==> src/rtl/wdsup_pkg.sv <==
package wdsup_pkg;

    typedef enum logic [1:0] {
        ST_HOLD  = 2'd0,
        ST_PULSE = 2'd1,
        ST_RUN   = 2'd2
    } sup_state_e;

endpackage

==> src/rtl/wdsup_sync.sv <==
module wdsup_sync #(
    parameter int          WIDTH     = 4,
    parameter int          STAGES    = 2,
    parameter logic [WIDTH-1:0] RST_VAL = '0
) (
    input  logic             clk_i,
    input  logic             rst_ni,
    input  logic [WIDTH-1:0] async_i,
    output logic [WIDTH-1:0] sync_o
);

    logic [WIDTH-1:0] stage_q [STAGES];
    logic [WIDTH-1:0] stage_d [STAGES];

    always_comb begin
        stage_d[0] = async_i;
        for (int i = 1; i < STAGES; i++) begin
            stage_d[i] = stage_q[i-1];
        end
    end

    generate
        for (genvar g = 0; g < STAGES; g++) begin : g_stage
            always_ff @(posedge clk_i or negedge rst_ni) begin
                if (!rst_ni) begin
                    stage_q[g] <= RST_VAL;
                end else begin
                    stage_q[g] <= stage_d[g];
                end
            end
        end
    endgenerate

    assign sync_o = stage_q[STAGES-1];

endmodule

==> src/rtl/wdsup_edge.sv <==
module wdsup_edge (
    input  logic clk_i,
    input  logic rst_ni,
    input  logic level_i,
    output logic rise_o
);

    logic prev_d, prev_q;

    always_comb begin
        prev_d = level_i;
    end

    always_ff @(posedge clk_i or negedge rst_ni) begin
        if (!rst_ni) begin
            prev_q <= 1'b0;
        end else begin
            prev_q <= prev_d;
        end
    end

    assign rise_o = level_i & ~prev_q;

endmodule

==> src/rtl/wdsup_ctrl.sv <==
module wdsup_ctrl
    import wdsup_pkg::*;
#(
    parameter int TIMEOUT_TICKS = 16,
    parameter int PULSE_TICKS   = 5
) (
    input  logic       clk_i,
    input  logic       rst_ni,
    input  logic       tick_i,
    input  logic       supply_ok_i,
    input  logic       ext_act_i,
    input  logic       kick_i,
    output logic       reset_o,
    output logic       reset_no,
    output logic [1:0] state_o
);

    localparam int WW = $clog2(TIMEOUT_TICKS + 1);
    localparam int PW = $clog2(PULSE_TICKS + 1);
    localparam logic [WW-1:0] WDT_LAST = WW'(TIMEOUT_TICKS - 1);
    localparam logic [PW-1:0] PCNT_END = PW'(PULSE_TICKS);

    typedef struct packed {
        sup_state_e    state;
        logic [WW-1:0] wdt;
        logic [PW-1:0] pcnt;
        logic          rst;
        logic          rstn;
    } regs_t;

    localparam regs_t REGS_RST = '{state: ST_HOLD, wdt: '0, pcnt: '0,
                                   rst: 1'b1, rstn: 1'b0};

    regs_t r_d, r_q;

    always_comb begin
        r_d = r_q;
        if (!supply_ok_i) begin
            r_d.state = ST_HOLD;
            r_d.wdt   = '0;
            r_d.pcnt  = '0;
        end else begin
            unique case (r_q.state)
                ST_HOLD: begin
                    r_d.state = ST_PULSE;
                    r_d.pcnt  = '0;
                end
                ST_PULSE: begin
                    if (tick_i && (r_q.pcnt != PCNT_END)) begin
                        r_d.pcnt = r_q.pcnt + 1'b1;
                    end
                    if ((r_q.pcnt == PCNT_END) && !ext_act_i) begin
                        r_d.state = ST_RUN;
                        r_d.wdt   = '0;
                    end
                end
                ST_RUN: begin
                    if (ext_act_i) begin
                        r_d.state = ST_PULSE;
                        r_d.pcnt  = '0;
                    end else if (kick_i) begin
                        r_d.wdt = '0;
                    end else if (tick_i) begin
                        if (r_q.wdt == WDT_LAST) begin
                            r_d.state = ST_PULSE;
                            r_d.pcnt  = '0;
                            r_d.wdt   = '0;
                        end else begin
                            r_d.wdt = r_q.wdt + 1'b1;
                        end
                    end
                end
                default: begin
                    r_d.state = ST_HOLD;
                end
            endcase
        end
        r_d.rst  = (r_d.state != ST_RUN);
        r_d.rstn = (r_d.state == ST_RUN);
    end

    always_ff @(posedge clk_i or negedge rst_ni) begin
        if (!rst_ni) begin
            r_q <= REGS_RST;
        end else begin
            r_q <= r_d;
        end
    end

    assign reset_o  = r_q.rst;
    assign reset_no = r_q.rstn;
    assign state_o  = r_q.state;

    // the two output registers never agree
    p_compl_r2: assert property (@(posedge clk_i) disable iff (!rst_ni)
        reset_o != reset_no);

    // active-high reset tracks the non-run states
    p_outstate_r2: assert property (@(posedge clk_i) disable iff (!rst_ni)
        reset_o == (r_q.state != ST_RUN));

    // a bad supply forces power hold on the next edge
    p_supply_r3: assert property (@(posedge clk_i) disable iff (!rst_ni)
        !supply_ok_i |=> (r_q.state == ST_HOLD));

    // last tick of the window without service starts a pulse
    p_timeout_r5: assert property (@(posedge clk_i) disable iff (!rst_ni)
        (supply_ok_i && r_q.state == ST_RUN && tick_i && !kick_i && !ext_act_i
         && r_q.wdt == WDT_LAST) |=> (r_q.state == ST_PULSE));

    // a service edge in run restarts the window
    p_kick_r6: assert property (@(posedge clk_i) disable iff (!rst_ni)
        (supply_ok_i && r_q.state == ST_RUN && kick_i && !ext_act_i)
        |=> (r_q.wdt == '0));

    // a pulse never leaves early, service or not
    p_pulse_min_r7: assert property (@(posedge clk_i) disable iff (!rst_ni)
        (r_q.state == ST_PULSE && r_q.pcnt != PCNT_END) |=> (r_q.state != ST_RUN));

    // an active external request keeps the pulse going
    p_ext_hold_r8: assert property (@(posedge clk_i) disable iff (!rst_ni)
        (r_q.state == ST_PULSE && ext_act_i) |=> (r_q.state != ST_RUN));

    // the unused encoding never appears
    p_enc_r10: assert property (@(posedge clk_i) disable iff (!rst_ni)
        r_q.state != 2'd3);

endmodule

==> src/rtl/wdt_reset_supervisor.sv <==
module wdt_reset_supervisor #(
    parameter int TIMEOUT_TICKS = 16,
    parameter int PULSE_TICKS   = 5,
    parameter int SYNC_STAGES   = 2
) (
    input  logic       clk_i,
    input  logic       rst_ni,
    input  logic       tick_i,
    input  logic       supply_ok_i,
    input  logic       ext_rst_ni,
    input  logic       ext_rst_i,
    input  logic       ack_i,
    output logic       reset_no,
    output logic       reset_o,
    output logic [1:0] dbg_state_o
);

    localparam int NSYNC = 4;
    localparam logic [NSYNC-1:0] SYNC_RST = 4'b0100;

    logic [NSYNC-1:0] raw_in, sync_in;
    logic             kick, ext_act;

    assign raw_in = {ack_i, ext_rst_ni, ext_rst_i, supply_ok_i};

    wdsup_sync #(
        .WIDTH  (NSYNC),
        .STAGES (SYNC_STAGES),
        .RST_VAL(SYNC_RST)
    ) i_sync (
        .clk_i  (clk_i),
        .rst_ni (rst_ni),
        .async_i(raw_in),
        .sync_o (sync_in)
    );

    wdsup_edge i_edge (
        .clk_i  (clk_i),
        .rst_ni (rst_ni),
        .level_i(sync_in[3]),
        .rise_o (kick)
    );

    assign ext_act = ~sync_in[2] | sync_in[1];

    wdsup_ctrl #(
        .TIMEOUT_TICKS(TIMEOUT_TICKS),
        .PULSE_TICKS  (PULSE_TICKS)
    ) i_ctrl (
        .clk_i      (clk_i),
        .rst_ni     (rst_ni),
        .tick_i     (tick_i),
        .supply_ok_i(sync_in[0]),
        .ext_act_i  (ext_act),
        .kick_i     (kick),
        .reset_o    (reset_o),
        .reset_no   (reset_no),
        .state_o    (dbg_state_o)
    );

    // a service strobe lasts exactly one cycle per rising edge
    p_kick_single_r6: assert property (@(posedge clk_i) disable iff (!rst_ni)
        kick |=> !kick);

endmodule

==> config.mk <==
export PLATFORM = sky130hd
export DESIGN_NAME = wdt_reset_supervisor
export DESIGN_NICKNAME = d
export VERILOG_FILES = /design/src/rtl/wdsup_pkg.sv /design/src/rtl/wdsup_sync.sv /design/src/rtl/wdsup_edge.sv /design/src/rtl/wdsup_ctrl.sv /design/src/rtl/wdt_reset_supervisor.sv
export SDC_FILE = /design/constraint.sdc
export NUM_CORES = 1
export LEC_CHECK = 0
export BUFFER_PORTS_ARGS = -buffer_cell sky130_fd_sc_hd__buf_2
export CAP_MARGIN = 0
export CELL_PAD_IN_SITES_DETAIL_PLACEMENT = 0
export CELL_PAD_IN_SITES_GLOBAL_PLACEMENT = 1
export CORE_UTILIZATION = 35
export DETAILED_ROUTE_END_ITERATION = 8
export PLACE_DENSITY_LB_ADDON = 0.05
export SYNTH_ARGS = -nofsm -noshare
export SYNTH_HDL_FRONTEND = slang
export SYNTH_SLANG_ARGS = --single-unit
==> constraint.sdc <==
create_clock -name clk_i -period 2.4 [get_ports clk_i]
set_input_delay 0.12 -clock clk_i [delete_from_list [all_inputs] [get_ports clk_i]]
set_output_delay 0.12 -clock clk_i [all_outputs]
set_load 0.1 [all_outputs]
; ---- Word level (Yosys, flattened, before mapping)
; Index checks and enable logic that the tools add are counted.
[word_totals]
latch_bits = 0
inputBits = 7
ram_bits = 0
output_inout_bits = 4
ff_bits = 21
n_memories = 0
rom_bits = 0
elab_cells = 52
[classes]
n_div = 0
add_sub_neg = 2
n_reduce_logical = 6
n_mul = 0
bitwise_logic = 4
n_eq_ne = 16
shifts = 0
magnitude_cmp = 0
mux = 16
[ops]
columns = cell, count
row1 = $mux 10, 2
row2 = $mux 5, 3
row3 = $mux 3, 4
row4 = $ne 4x3->1 const B, 3
row5 = $pmux 5 s2, 1
row6 = $pmux 3 s3, 1
row7 = $mux 7, 1
row8 = $mux 2, 3
row9 = $ne 3x2->1 const B, 2
row10 = $ne 3x3->1 const B, 2
row11 = $pmux 2 s3, 1
row12 = $add 5x1->5 const B, 1
row13 = $eq 5x4->1 const B, 1
row14 = $reduce_and 5->1, 1
row15 = $eq 2x2->1 const B, 2
row16 = $ne 4x1->1 const B, 1
row17 = $ne 4x2->1 const B, 1
row18 = $reduce_and 4->1, 1
row19 = $add 3x1->3 const B, 1
row20 = $eq 3x3->1 const B, 1
row21 = $ne 3x1->1 const B, 1
row22 = $eq 2x1->1 const B, 1
row23 = $logic_and 1x1->1, 2
row24 = $logic_not 2->1, 1
row25 = other kinds (5), 6

; ---- Depth between registers and ports, before layout
[depth]
ltp_word = 8
ltp_mapped = 7

; ---- Modules after synthesis
; Synthesis repeated with hierarchy kept, for this count alone.
[unflattened]
cells_unflattened = 91
area_unflattened_um2 = 1078.5
[modules_own_cells]
columns = module, instances, seq_area_each_um2, cells_each, area_per_inst_um2
row1 = wdsup_ctrl, 1, 301.5, 80, 830.8
row2 = wdsup_sync, 1, 202.7, 8, 202.7
row3 = wdsup_edge, 1, 25.0, 2, 38.8
row4 = wdt_reset_supervisor, 1, 0.0, 1, 6.3

; ---- Least setup slack after synthesis
; No wires, ideal clock.
[synth_path]
kind = register to register
from = reg i_ctrl.r_q, in the netlist i_ctrl.state_o[0]
to = reg i_ctrl.r_q[7] (netlist bit)
synth_period_minus_slack_ns = 1.703
arrival_time_ns = 1.577
setup_time_ns = 0.126
setup_slack_ns = 0.697
required_time_ns = 2.274
path_stages_with_launch = 7
path_cell_list = dfrtp_1 > inv_1 > ha_1 > nand2b_1 > and2_1 > a22o_1 > a221o_1
[synth_via]
elab_chain_len = 3
[synth_rtl]
columns = element, line_no
row1 = from (decl), wdsup_ctrl.sv:34  ; regs_t r_d, r_q;
row2 = from (signal assigned), wdsup_ctrl.sv:86  ; r_q <= r_d;
row3 = $eq 2x2->1 / $eq 2x1->1 (equally long branches), wdsup_ctrl.sv:43  ; unique case (r_q.state)
row4 = $ne 4x3->1 (no source line) (tied with other cells), n/a
row5 = $reduce_and 4->1 (no source line) / $mux 10 (equally long branches), n/a
; Several ways; a longest one is shown, not always the timed one.
; A chain may end at the register's enable or synchronous reset.

; ---- Final worst setup path
[layout_path]
from = reg i_ctrl.r_q, in the netlist i_ctrl.state_o[1]
to = reg i_ctrl.r_q[7] (netlist bit)
; The elaborated chain is that of the path after synthesis.

==> results.py <==
metrics = {
    "clock_tree": {
        "clkSlewWorstSetupHoldPaths_ps": 120,
        "cts_resized": 0,
        "cts_root_buffer": "clkbuf_4",
        "cts.sinks": 21,
        "cts_setup_buffers": 0,
        "clk_latency_ps": 300,
        "cts_max_level": 1,
        "clockBufferDepth": 2,
        "cts_tree": "yes",
        "numCtsBuffers": 3,
    },
    "die": {
        "core_area_mm2": 0.00283,
        "initial_core_util": 0.381,
        "die-area_mm2": 0.00330,
        "chipWidth_um": 57.5,
        "die_h_um": 57.5,
        "rows": 19,
        "boundaryPins": 11,
    },
    "finish": {
        "nets": 130,
        "antennaDiodeCount": 0,
        "layout_common_cells": "dfrtp_1, buf_2, nand2_1",
        "syn_to_final_growth_pct": 13.1,
        "layout_commonest_cell": "dfrtp_1",
        "layout-drive-gt1-share": 0.174,
        "fill_cells": 267,
    },
    "synth": {
        "synth_edf_count": 0,
        "synth_flop_cell": "dfrtp_1",
        "synth.net_count": 114,
        "synth_seq_area_share": 0.491,
        "avgSynthCellArea_um2": 10.8,
        "async_flop_share": 1.00,
        "ys_seq_elements": 21,
        "ys_warn_count": 0,
        "synth_cell_types": 41,
        "synth_cells": 100,
        "netlist_area_mm2": 0.00108,
    },
    "grt": {
        "grt_pass1_wl_um": 3510,
        "grt_busiest_layer": "met2",
        "grtUsageMet1": 0.193,
        "grtUsageTotal": 0.141,
        "antenna_found_initial": 0,
        "grt_use_met3": 0.0363,
        "grt_max_degree": 22,
        "gr-usage-met2": 0.216,
        "grt_pass1_vias": 775,
        "grt-ovfl-total": 0,
    },
    "routing": {
        "firstDrtPassIters": 4,
        "vias_per_cell": 5.51,
        "drt_iter0_markers": 22,
        "routed-via-count": 804,
        "wl_per_cell_um": 14.1,
        "routed_wl_um": 2060,
        "drtAntennaViolNets": 0,
        "drc": 0,
    },
    "power_and_ir_drop": {
        "power.total_mw": 0.622,
        "seq_power_share": 0.605,
        "pwr-share-comb": 0.120,
        "p_leak_nw": 0.542,
        "power.density_mw_per_mm2": 510,
        "p_sw_mw": 0.167,
        "p_int_mw": 0.454,
        "peakVddDrop_mv": 0.254,
        "swShare": 0.269,
        "clkPwrFrac": 0.275,
    },
    "placement": {
        "dpl_worst_slack_ps": 530,
        "portBuffers": 10,
        "gp_congestion": 0.810,
        "dpl.hpwl_um": 1470,
    },
    "timing": {
        "setup_slack_ps": 509,
        "period_needed_ps": 1890,
        "tns_ps": 0,
        "grt_setup_unrepaired": "no",
        "tightest_slew_ps": 488,
        "relSlewSlack": 0.677,
        "fmax_ghz": 0.529,
        "finalSetupViolations": 0,
        "holdWs_ps": 253,
        "finalHoldViolCount": 0,
        "slew_violations": 0,
        "post-route-period-util": 0.788,
        "fin_skew_ps": 2.78,
    },
    "min_path": {
        "hp-class": "in -> reg",
    },
    "job": {
        "drv_cap": 0,
    },
    "worst_setup_path": {
        "crit_type": "reg -> reg",
        "crit_path_end_kind": "register",
        "critPathMaxFanout": 9,
        "cp.arrival_ps": 2090,
        "startpoint_type": "register",
        "cp.required_ps": 2600,
    },
    "outcome": {
        "status": "completed",
    },
}
cell usage after synthesis (all sizes together), types with 2 or more instances:
cell type  count  area (um2)
nand4b         2        17.5
a31oi          3        25.0
ha             7        87.6
nor4           2        12.5
nand2b         3        18.8
nand3          4        20.0
o211ai         3        22.5
dfrtp         18         450
mux2i          2        20.0
dfstp          3        78.8
nor2b          3        18.8
inv            7        26.3
nand2          9        33.8
buf            4        25.0
nor2           3        11.3
and2           4        25.0
a21oi          2        10.0
area by class of cell:
class,instances,area [um2],share of cell area
flip-flops and latches,21,529,0.434
multi-input cells,68,497,0.408
repair buffers,15,100,0.0821
well taps,31,38.8,0.0318
inverters,7,26.3,0.0216
clock buffers,3,22.5,0.0185
clock inverters,1,5.00,0.00411
power by group through the flow:
stage	clock, mW	sequential [mW]	combinational (mW)
after detailed placement	0	0.383	0.0686
after global routing	0.197	0.378	0.0826
after global placement	0	0.382	0.0701
after CTS	0.185	0.376	0.0753
final	0.171	0.376	0.0748
after floorplan	0	0.378	0.0509
state kept, by name (all words and copies together) (netlist names):
name,count
i_ctrl.reset_no,1
i_sync.sync_o,4
i_edge.prev_q,1
i_sync.stage_d,4
i_ctrl.state_o,2
i_ctrl.reset_o,1
i_ctrl.r_q,8
stage by stage:
| stage | cells | util | area, um2 |
|---|---|---|---|
| CTS | 146 | 0.431 | 1220 |
| global placement | 137 | 0.403 | 1140 |
| global route | 146 | 0.431 | 1220 |
| floorplan | 100 | - | 1080 |
| finish | 146 | 0.431 | 1220 |
| detailed placement | 137 | 0.403 | 1140 |
final timing paths:
path / cells past startpoint / from / slack, ps / to
max: 6 / i_ctrl.state_o[1] / 510 / i_ctrl.r_q[7]
min: 4 / tick_i / 250 / i_ctrl.reset_no
max reg2reg: 6 / i_ctrl.state_o[1] / 510 / i_ctrl.r_q[7]
min reg2reg: 0 / i_sync.stage_d[2] / 360 / i_sync.sync_o[2]
max in group asynchronous: 2 / rst_ni / 1760 / i_sync.stage_d[2]
min in group asynchronous: 2 / rst_ni / 290 / i_ctrl.r_q[3]
worst max-delay path: stages (launching register included):
cell and delay, ps:
dfrtp_1 430, inv_1 100, ha_1 320, nand2b_1 140
and2_1 180, a22o_1 260, a221o_1 360
cell families (layout without fill, tap and decap cells):
group,count (synthesis),in the layout,share of synthesized area
AND/OR/NAND/NOR,39,39,0.214
flip-flops,21,21,0.491
AO/OA/AOI/OAI,19,19,0.137
buffers and inverters,11,26,0.0476
adder cells (fa/ha/maj),7,7,0.0813
multiplexers,3,3,0.0290
metal layers:
metal	up-vias	wire length, um
met3	6	93
li1	394	-
met4	0	23
met2	22	877
met5	-	0
met1	382	1060
timing repair:
| action | CTS | global route |
|---|---|---|
| endpoints found under the setup margin | 0 | 0 |
| hold buffers | 5 | 0 |
| endpoints found under the hold margin | 22 | 0 |
Note: power is estimated with default switching activity, not from simulation.
